$ cat config.mk
export PLATFORM = sky130hd
export DESIGN_NAME = frame_xlate
export DESIGN_NICKNAME = d
export VERILOG_FILES = /design/src/rtl/xlate_pkg.sv /design/src/rtl/xlate_cam.sv /design/src/rtl/xlate_pick.sv /design/src/rtl/xlate_regs.sv /design/src/rtl/frame_xlate.sv
export SDC_FILE = /design/constraint.sdc
export NUM_CORES = 1
export LEC_CHECK = 0
export BUFFER_PORTS_ARGS = -buffer_cell sky130_fd_sc_hd__buf_4
export CAP_MARGIN = 20
export CORE_MARGIN = 3
export CORE_UTILIZATION = 57
export CTS_CLUSTER_SIZE = 40
export DETAILED_ROUTE_END_ITERATION = 10
export PLACE_DENSITY = 0.78
export SETUP_SLACK_MARGIN = 0.1
export SLEW_MARGIN = 25
export SYNTH_ARGS = -nofsm -noshare
export SYNTH_HDL_FRONTEND = slang
export SYNTH_SLANG_ARGS = --single-unit
$ cat constraint.sdc
create_clock -name clk -period 3.15 [get_ports clk]
set_input_delay 0.4725 -clock clk [delete_from_list [all_inputs] [get_ports clk]]
set_output_delay 0.4725 -clock clk [all_outputs]
set_load 0.02 [all_outputs]
$ cat src/rtl/xlate_pkg.sv
package xlate_pkg;
  localparam int MAX_FRAMES = 64;

  // index of the lowest set bit, 0 when none is set
  function automatic int lowest_set(input logic [MAX_FRAMES-1:0] v);
    int idx;
    logic found;
    idx = 0;
    found = 1'b0;
    for (int i = 0; i < MAX_FRAMES; i++) begin
      if (v[i] && !found) begin
        idx = i;
        found = 1'b1;
      end
    end
    return idx;
  endfunction

  // physical address from frame index and offset
  function automatic logic [MAX_FRAMES-1:0] join_addr(input int frame, input int off, input int off_w);
    logic [MAX_FRAMES-1:0] r;
    r = (MAX_FRAMES'(frame) << off_w) | MAX_FRAMES'(off);
    return r;
  endfunction
endpackage

$ cat src/rtl/xlate_cam.sv
module xlate_cam #(
  parameter int FRAMES = 32,
  parameter int VPN_W  = 8
) (
  input  logic [FRAMES*VPN_W-1:0] vpn_tab,
  input  logic [FRAMES-1:0]       valid_vec,
  input  logic [VPN_W-1:0]        req_vpn,
  output logic [FRAMES-1:0]       match_vec
);
  for (genvar g = 0; g < FRAMES; g++) begin : g_cmp
    assign match_vec[g] = valid_vec[g] && (vpn_tab[g*VPN_W +: VPN_W] == req_vpn);
  end
endmodule

$ cat src/rtl/xlate_pick.sv
module xlate_pick
  import xlate_pkg::*;
#(
  parameter int FRAMES = 32,
  parameter int FIDX_W = $clog2(FRAMES)
) (
  input  logic [FRAMES-1:0] match_vec,
  input  logic [FRAMES-1:0] valid_vec,
  input  logic [FRAMES-1:0] use_vec,
  output logic              hit_any,
  output logic [FIDX_W-1:0] hit_idx,
  output logic              free_any,
  output logic [FIDX_W-1:0] free_idx,
  output logic              stale_any,
  output logic [FIDX_W-1:0] stale_idx
);
  logic [FRAMES-1:0] free_vec;
  logic [FRAMES-1:0] stale_vec;

  assign free_vec  = ~valid_vec;
  assign stale_vec = valid_vec & ~use_vec;

  assign hit_any   = |match_vec;
  assign free_any  = |free_vec;
  assign stale_any = |stale_vec;

  always_comb begin
    hit_idx   = FIDX_W'(lowest_set(MAX_FRAMES'(match_vec)));
    free_idx  = FIDX_W'(lowest_set(MAX_FRAMES'(free_vec)));
    stale_idx = FIDX_W'(lowest_set(MAX_FRAMES'(stale_vec)));
  end
endmodule

$ cat src/rtl/xlate_regs.sv
module xlate_regs #(
  parameter int FRAMES = 32,
  parameter int VPN_W  = 8,
  parameter int FIDX_W = $clog2(FRAMES)
) (
  input  logic                    clk,
  input  logic                    rst_n,
  input  logic                    fill_we,
  input  logic [FIDX_W-1:0]       fill_idx,
  input  logic [VPN_W-1:0]        fill_vpn,
  input  logic                    touch_we,
  input  logic [FIDX_W-1:0]       touch_idx,
  input  logic                    sweep,
  output logic [FRAMES*VPN_W-1:0] vpn_tab,
  output logic [FRAMES-1:0]       valid_vec,
  output logic [FRAMES-1:0]       use_vec
);
  for (genvar g = 0; g < FRAMES; g++) begin : g_frame
    logic fill_here;
    logic touch_here;
    assign fill_here  = fill_we  && (fill_idx  == FIDX_W'(g));
    assign touch_here = touch_we && (touch_idx == FIDX_W'(g));

    always_ff @(posedge clk) begin
      if (!rst_n) begin
        valid_vec[g]                <= 1'b0;
        use_vec[g]                  <= 1'b0;
        vpn_tab[g*VPN_W +: VPN_W]   <= '0;
      end else if (fill_here) begin
        valid_vec[g]                <= 1'b1;
        use_vec[g]                  <= 1'b0;
        vpn_tab[g*VPN_W +: VPN_W]   <= fill_vpn;
      end else if (sweep) begin
        use_vec[g]                  <= 1'b0;
      end else if (touch_here) begin
        use_vec[g]                  <= 1'b1;
      end
    end
  end
endmodule

$ cat src/rtl/frame_xlate.sv
module frame_xlate #(
  parameter int FRAMES = 32,
  parameter int VPN_W  = 8,
  parameter int OFF_W  = 9
) (
  input  logic                         clk,
  input  logic                         rst_n,
  input  logic                         req_valid,
  input  logic [VPN_W+OFF_W-1:0]       req_vaddr,
  output logic                         rsp_hit,
  output logic                         rsp_fault,
  output logic [$clog2(FRAMES)+OFF_W-1:0] rsp_paddr,
  output logic [$clog2(FRAMES)-1:0]    vict_frame,
  output logic                         vict_free,
  input  logic                         fill_we,
  input  logic [$clog2(FRAMES)-1:0]    fill_frame,
  input  logic [VPN_W-1:0]             fill_vpn
);
  localparam int FIDX_W = $clog2(FRAMES);

  logic [VPN_W-1:0]        req_vpn;
  logic [OFF_W-1:0]        req_off;
  logic [FRAMES*VPN_W-1:0] vpn_tab;
  logic [FRAMES-1:0]       valid_vec;
  logic [FRAMES-1:0]       use_vec;
  logic [FRAMES-1:0]       match_vec;
  logic                    hit_any, free_any, stale_any;
  logic [FIDX_W-1:0]       hit_idx, free_idx, stale_idx;

  // named internal events
  logic ev_touch;
  logic ev_sweep;

  assign req_vpn = req_vaddr[OFF_W +: VPN_W];
  assign req_off = req_vaddr[OFF_W-1:0];

  xlate_cam #(.FRAMES(FRAMES), .VPN_W(VPN_W)) cam_i (
    .vpn_tab   (vpn_tab),
    .valid_vec (valid_vec),
    .req_vpn   (req_vpn),
    .match_vec (match_vec)
  );

  xlate_pick #(.FRAMES(FRAMES), .FIDX_W(FIDX_W)) pick_i (
    .match_vec (match_vec),
    .valid_vec (valid_vec),
    .use_vec   (use_vec),
    .hit_any   (hit_any),
    .hit_idx   (hit_idx),
    .free_any  (free_any),
    .free_idx  (free_idx),
    .stale_any (stale_any),
    .stale_idx (stale_idx)
  );

  assign rsp_hit   = req_valid &&  hit_any;
  assign rsp_fault = req_valid && !hit_any;
  assign rsp_paddr = {hit_idx, req_off};

  assign vict_free  = free_any;
  assign vict_frame = free_any ? free_idx : (stale_any ? stale_idx : '0);

  assign ev_touch = rsp_hit;
  assign ev_sweep = rsp_fault && !free_any && !stale_any;

  xlate_regs #(.FRAMES(FRAMES), .VPN_W(VPN_W), .FIDX_W(FIDX_W)) regs_i (
    .clk       (clk),
    .rst_n     (rst_n),
    .fill_we   (fill_we),
    .fill_idx  (fill_frame),
    .fill_vpn  (fill_vpn),
    .touch_we  (ev_touch),
    .touch_idx (hit_idx),
    .sweep     (ev_sweep),
    .vpn_tab   (vpn_tab),
    .valid_vec (valid_vec),
    .use_vec   (use_vec)
  );
endmodule

Word-level counts from Yosys, hierarchy flattened --
Index checks and enable logic that the tools add are counted.
Word-level totals: register bits after elaboration 320, output and inout bits 22, logic and storage cells 708
Operators by class: eq/ne operators 94, multiplexer cells 188, bitwise logic cells 4, reduce and logical (&&, ||, !) cells 326
Operators by type and width (count):
- 2-to-1 mux 5 bit | 63
- == test 8 bit | 32
- logical AND 1 bit | 193
- == test 5 bit, second input constant | 32
- logical NOT 1 bit | 96
- 2-to-1 mux 1 bit | 96
- OR reduction 3 bit | 32
- OR reduction 32 bit | 3
- == test 5 x 4 -> 1 bit, second input constant | 16
- 2-to-1 mux 4 bit | 16
- NOT 32 bit | 2
- == test 5 x 3 -> 1 bit, second input constant | 8
- bitwise AND 32 bit | 1
- 2-to-1 mux 3 bit | 8
- == test 5 x 2 -> 1 bit, second input constant | 4
- == test 5 x 1 -> 1 bit, second input constant | 2
- logical NOT 5 bit | 2
- 2-to-1 mux 2 bit | 5
- NOT 1 bit | 1

Longest topological paths before layout --
word-level depth 98, gate-level depth with buffers 16

Cells and area by module --
Synthesis repeated with hierarchy kept, for this count alone.
Unflattened totals: cells, all modules 1794, area total of the unflattened synthesis 16652.2 um^2
By module, submodules not included:
- xlate_regs | times used 1, cells an instance 1098, area each 11537.3 um^2, sequential area each 6406.1 um^2
- xlate_cam | times used 1, cells an instance 416, area each 3415.8 um^2, sequential area each 0.0 um^2
- xlate_pick | times used 1, cells an instance 257, area each 1526.5 um^2, sequential area each 0.0 um^2
- frame_xlate | times used 1, cells an instance 23, area each 172.7 um^2, sequential area each 0.0 um^2

Worst setup path before layout --
OpenSTA, ideal clock, no wires.
kind input port to output port, start point input req_vaddr[13], end point output rsp_paddr[9], data arrival time 2.664 ns, required time 2.677 ns, setup slack 0.014 ns, cell stages on the path 12, buffers on the path 4, path through buf_4 > buf_6 > buf_8 > buf_6 > xnor2_1 > nand2_1 > or3_1 > a211oi_1 > o21ai_0 > a31o_1 > a311oi_4 > nor2_1
Between the ends: word-level cells in the longest chain between the ends 96, elaborated cells on any way between the ends 188
RTL lines:
- from (decl) | RTL line frame_xlate.sv:9 | input logic [VPN_W+OFF_W-1:0] req_vaddr,
- == test 8 bit | RTL line xlate_cam.sv:11 | assign match_vec[g] = valid_vec[g] && (vpn_tab[g*VPN_W +: VPN_W] == req_vpn);
- logical AND 1 bit | RTL line xlate_cam.sv:11
- 2-to-1 mux 1 bit | RTL line xlate_pkg.sv:11 | if (v[i] && !found) begin
- logical NOT 1 bit | RTL line xlate_pkg.sv:11
- logical AND 1 bit | RTL line xlate_pkg.sv:11
- 2-to-1 mux 1 bit | RTL line xlate_pkg.sv:11
- logical NOT 1 bit | RTL line xlate_pkg.sv:11
- logical AND 1 bit | RTL line xlate_pkg.sv:11
- (+80 left out)
- logical AND 1 bit | RTL line xlate_pkg.sv:11
- 2-to-1 mux 1 bit | RTL line xlate_pkg.sv:11
- logical NOT 1 bit | RTL line xlate_pkg.sv:11
- logical AND 1 bit | RTL line xlate_pkg.sv:11
- 2-to-1 mux 1 bit | RTL line xlate_pkg.sv:11
- logical NOT 1 bit | RTL line xlate_pkg.sv:11
- logical AND 1 bit | RTL line xlate_pkg.sv:11
- 2-to-1 mux 5 bit (*) | RTL line xlate_pkg.sv:11
- to (decl) | RTL line frame_xlate.sv:12 | output logic [$clog2(FRAMES)+OFF_W-1:0] rsp_paddr,
Every way passes the cells marked *; elsewhere a longest branch is shown, timed or not.

Final worst setup path --
start point register regs_i.valid_vec[6], end point output rsp_paddr[9]
Between the ends: word-level cells in the longest chain between the ends 78, elaborated cells on any way between the ends 103
RTL lines:
- from (decl) | RTL line xlate_regs.sv:15 | output logic [FRAMES-1:0] valid_vec,
- from (signal, indexed assignment) | RTL line xlate_regs.sv:26 | valid_vec[g] <= 1'b0;
- from (signal, indexed assignment) | RTL line xlate_regs.sv:30 | valid_vec[g] <= 1'b1;
- logical AND 1 bit (*) | RTL line xlate_cam.sv:11
- logical AND 1 bit (*) | RTL line xlate_pkg.sv:11
- 2-to-1 mux 1 bit | RTL line xlate_pkg.sv:11
- logical NOT 1 bit | RTL line xlate_pkg.sv:11
- logical AND 1 bit | RTL line xlate_pkg.sv:11
- 2-to-1 mux 1 bit | RTL line xlate_pkg.sv:11
- logical NOT 1 bit | RTL line xlate_pkg.sv:11
- logical AND 1 bit | RTL line xlate_pkg.sv:11
- (+62 left out)
- logical AND 1 bit | RTL line xlate_pkg.sv:11
- 2-to-1 mux 1 bit | RTL line xlate_pkg.sv:11
- logical NOT 1 bit | RTL line xlate_pkg.sv:11
- logical AND 1 bit | RTL line xlate_pkg.sv:11
- 2-to-1 mux 1 bit | RTL line xlate_pkg.sv:11
- logical NOT 1 bit | RTL line xlate_pkg.sv:11
- logical AND 1 bit | RTL line xlate_pkg.sv:11
- 2-to-1 mux 5 bit (*) | RTL line xlate_pkg.sv:11
Marks and branches as above.

==> impl_metrics.json <==
{
  "critical_path_arrival_ns": 2.73,
  "fin_skew_ns": 0.0252,
  "worst_pin_slew_ns": 0.911,
  "dieWidth_microns": 178,
  "final_nets": 2295,
  "critPathCaptureType": "primary output",
  "yosysWarnings": 0,
  "maxSlewViolCount": 0,
  "report.final.hold_viol_count": 0,
  "grt_max_degree": 136,
  "ff2ff_setup_slack_ns": 0.17,
  "cts_made_buffers": 36,
  "placementRows": 62,
  "fin_ws_ns": -0.0566,
  "syn_nets": 2153,
  "synth.avg_cell_area_sq_um": 7.97,
  "clkTransAtPathRegs_ns": 0.06,
  "power.density_mw_per_mm2": 458,
  "final_cells": 2673,
  "ctsHtreeMaxLevel": 2,
  "fillers": 2171,
  "synth-xor-area-share_pct": 13.3,
  "globalRouteOverflowTotal": 0,
  "drt_pass1_iterations": 5,
  "gr-usage-all-layers_pct": 35.7,
  "finalWeightedCongestion": 1.01,
  "die_y_microns": 178,
  "worstSetupPathType": "reg -> out",
  "synth_top_family_by_area": "simple AND/OR/NAND/NOR gates",
  "postLayoutCoreUtil_pct": 71.6,
  "startpoint": "regs_i.valid_vec[6]$_SDFFE_PN0P_",
  "cts_tree": "yes",
  "drt_wl_total_microns": 57900,
  "rsz0062_at_grt": "true",
  "antenna_found_initial": 0,
  "clk_latency_ns": 0.53,
  "synth_compound_area_share_pct": 17.6,
  "startpoint_type": "register",
  "area.growth.synth_to_final_pct": 22.6,
  "yosys.cell_types.count": 61,
  "holdWs_ns": 0.358,
  "antenna_left": 0,
  "synth_edf_count": 0,
  "cts.sinks": 320,
  "synth_seq_cells": 320,
  "syn_inst": 2119,
  "first_global_vias": 15813,
  "syn_area_sq_mm": 0.0169,
  "setup_viol": 1,
  "hpwl_microns": 38900,
  "preCtsSetupSlack_ns": -0.567,
  "dpl.cell_count": 2576,
  "io-pin-count": 56,
  "r2r-start": "regs_i.valid_vec[6]$_SDFFE_PN0P_",
  "num_vias": 16155,
  "hp-class": "in -> reg",
  "routedWlPerCell_microns": 21.6,
  "async_reset_ff_share_pct": 0,
  "cts_max_path_buffers": 3,
  "n_antenna_cell": 0,
  "clock.fmax_mhz": 312,
  "min_period_ns": 3.21,
  "relSlewSlack_pct": 39.1,
  "max_cap_viol_count": 0,
  "critPathCapture": "rsp_paddr[9]",
  "layout-drive-gt1-share_pct": 20.0,
  "reg2reg_depth": 13,
  "synth_fa_ha_area_share_pct": 0,
  "required_ns": 2.68,
  "cts_root_buf": "clkbuf_16",
  "outcome": "finished with violations",
  "port_buffers": 37,
  "violations": "setup timing",
  "layout_common_cells": "nand2_1, dfxtp_1, a21boi_0",
  "vias_per_cell": 6.04,
  "timing.final.crit_share_pct": 102,
  "synth-main-ff-cell": "dfxtp_1",
  "ys_seq_area_share_pct": 37.9,
  "postCtsHoldBufs": 0,
  "grt_pass1_wl_microns": 87800,
  "r2r_end": "regs_i.use_vec[14]$_SDFFE_PP0P_",
  "layout_commonest_cell": "nand2_1",
  "synth-simple-area-share_pct": 26.1,
  "drt_iter0_markers": 1621,
  "synth.area.mux_share_pct": 0,
  "fp.dieArea_sq_mm": 0.0317,
  "ir_drop_mv": 0.431,
  "drc": 0,
  "p_leak_nw": 7.12,
  "core_area_sq_mm": 0.0289,
  "worst-path-max-fanout": 4,
  "start_util_pct": 58.4
}
==> routing by layer <==
| metal | global-route usage [%] | up-vias | part of all wire [%] |
|---|---|---|---|
| met5 | 0 | - | 0 |
| met4 | 13.7 | 0 | 3.8 |
| met3 | 8.05 | 163 | 10 |
| met2 | 55.4 | 805 | 45 |
| met1 | 48.6 | 7780 | 41 |
| li1 | - | 7407 | - |
==> how the worst min path moves through the flow <==
| stage | startpoint | to | depth (start not counted) |
|---|---|---|---|
| final | rst_n | regs_i.valid_vec[15]$_SDFFE_PN0P_ | 2 |
| after global placement | regs_i.use_vec[20]$_SDFFE_PP0P_ | regs_i.use_vec[20]$_SDFFE_PP0P_ | 2 |
| after floorplan | regs_i.use_vec[4]$_SDFFE_PP0P_ | regs_i.use_vec[4]$_SDFFE_PP0P_ | 2 |
| after global routing | rst_n | regs_i.valid_vec[15]$_SDFFE_PN0P_ | 2 |
| after detailed placement | regs_i.use_vec[4]$_SDFFE_PP0P_ | regs_i.use_vec[4]$_SDFFE_PP0P_ | 2 |
| after CTS | rst_n | regs_i.valid_vec[15]$_SDFFE_PN0P_ | 2 |
==> area by class of cell <==
cell class	count	area (sq um)	area share, %
Sequential cell	320	6470	31.2
Timing Repair Buffer	227	2030	9.80
Clock inverter	13	158	0.761
Clock buffer	53	1110	5.35
Tap cell	384	480	2.32
Inverter	11	46.3	0.223
Multi-Input combinational cell	1665	10400	50.3
==> cells in the mapped netlist, drive strengths merged (7+ instances only) <==
library cell	instances	share of area (%)
buf	47	3.1
nor3	59	1.7
o211ai	8	0.39
or3	8	0.30
nand2b	20	0.74
nand2	622	14
nand3	84	2.5
o31ai	14	0.62
a21boi	264	12
o21a	27	1.2
nor4	19	0.79
nor2	76	1.7
dfxtp	320	38
xor2	30	1.6
xnor2	226	12
nor2b	34	1.3
nand4	55	2.0
inv	11	0.24
o21ai	27	0.80
a21oi	24	0.71
clkbuf	76	1.7
and2	7	0.26
==> power by group <==
group,switching [W],total (W),leakage [nW],internal (W)
clock,0.00175,0.00444,0.627,0.00269
sequential,0.0000268,0.00410,2.60,0.00407
combinational,0.000555,0.000942,3.90,0.000388
total,0.00233,0.00948,7.12,0.00715
==> repair_timing <==
item	CTS	global route
resized for setup	130	79
endpoints found under the setup margin	19	12
gates cloned	2	0
pin swaps	47	30
setup buffers	19	10
==> flip-flops by register name (all words and copies together), names as in the netlist <==
| signal | count |
|---|---|
| regs_i.use_vec | 32 |
| regs_i.valid_vec | 32 |
| regs_i.vpn_tab | 256 |
==> cell families after synthesis <==
logic type             count (synthesis)
AND/OR/NAND/NOR                     1005
buffers and inverters                134
AO/OA/AOI/OAI                        404
flip-flops                           320
XOR/XNOR                             256
==> through the flow <==
| stage | TNS (ns) | total power [W] | instance area (sq um) |
|---|---|---|---|
| 6_report | -0.0566 | 0.00948 | 20700 |
| 5_1_grt | -0.357 | 0.00973 | 20700 |
| 2_1_floorplan | 0 | 0.00475 | 17000 |
| 4_1_cts | 0 | 0.00944 | 20300 |
| 3_3_place_gp | -11.19 | 0.00500 | 18300 |
| 3_5_place_dp | -13.44 | 0.00501 | 18300 |
==> critical path, cell delays in order (launching register included) <==
cell and delay [ns]:
dfxtp_2 0.33, buf_6 0.11, buf_4 0.11, nand2_1 0.08, nor3_1 0.38, buf_4 0.19
a21oi_1 0.06, o21ai_1 0.11, a21oi_1 0.10, buf_4 0.18, a311oi_4 0.35, nor2_4 0.07
buf_6 0.14
(Power assumes the default switching activity.)
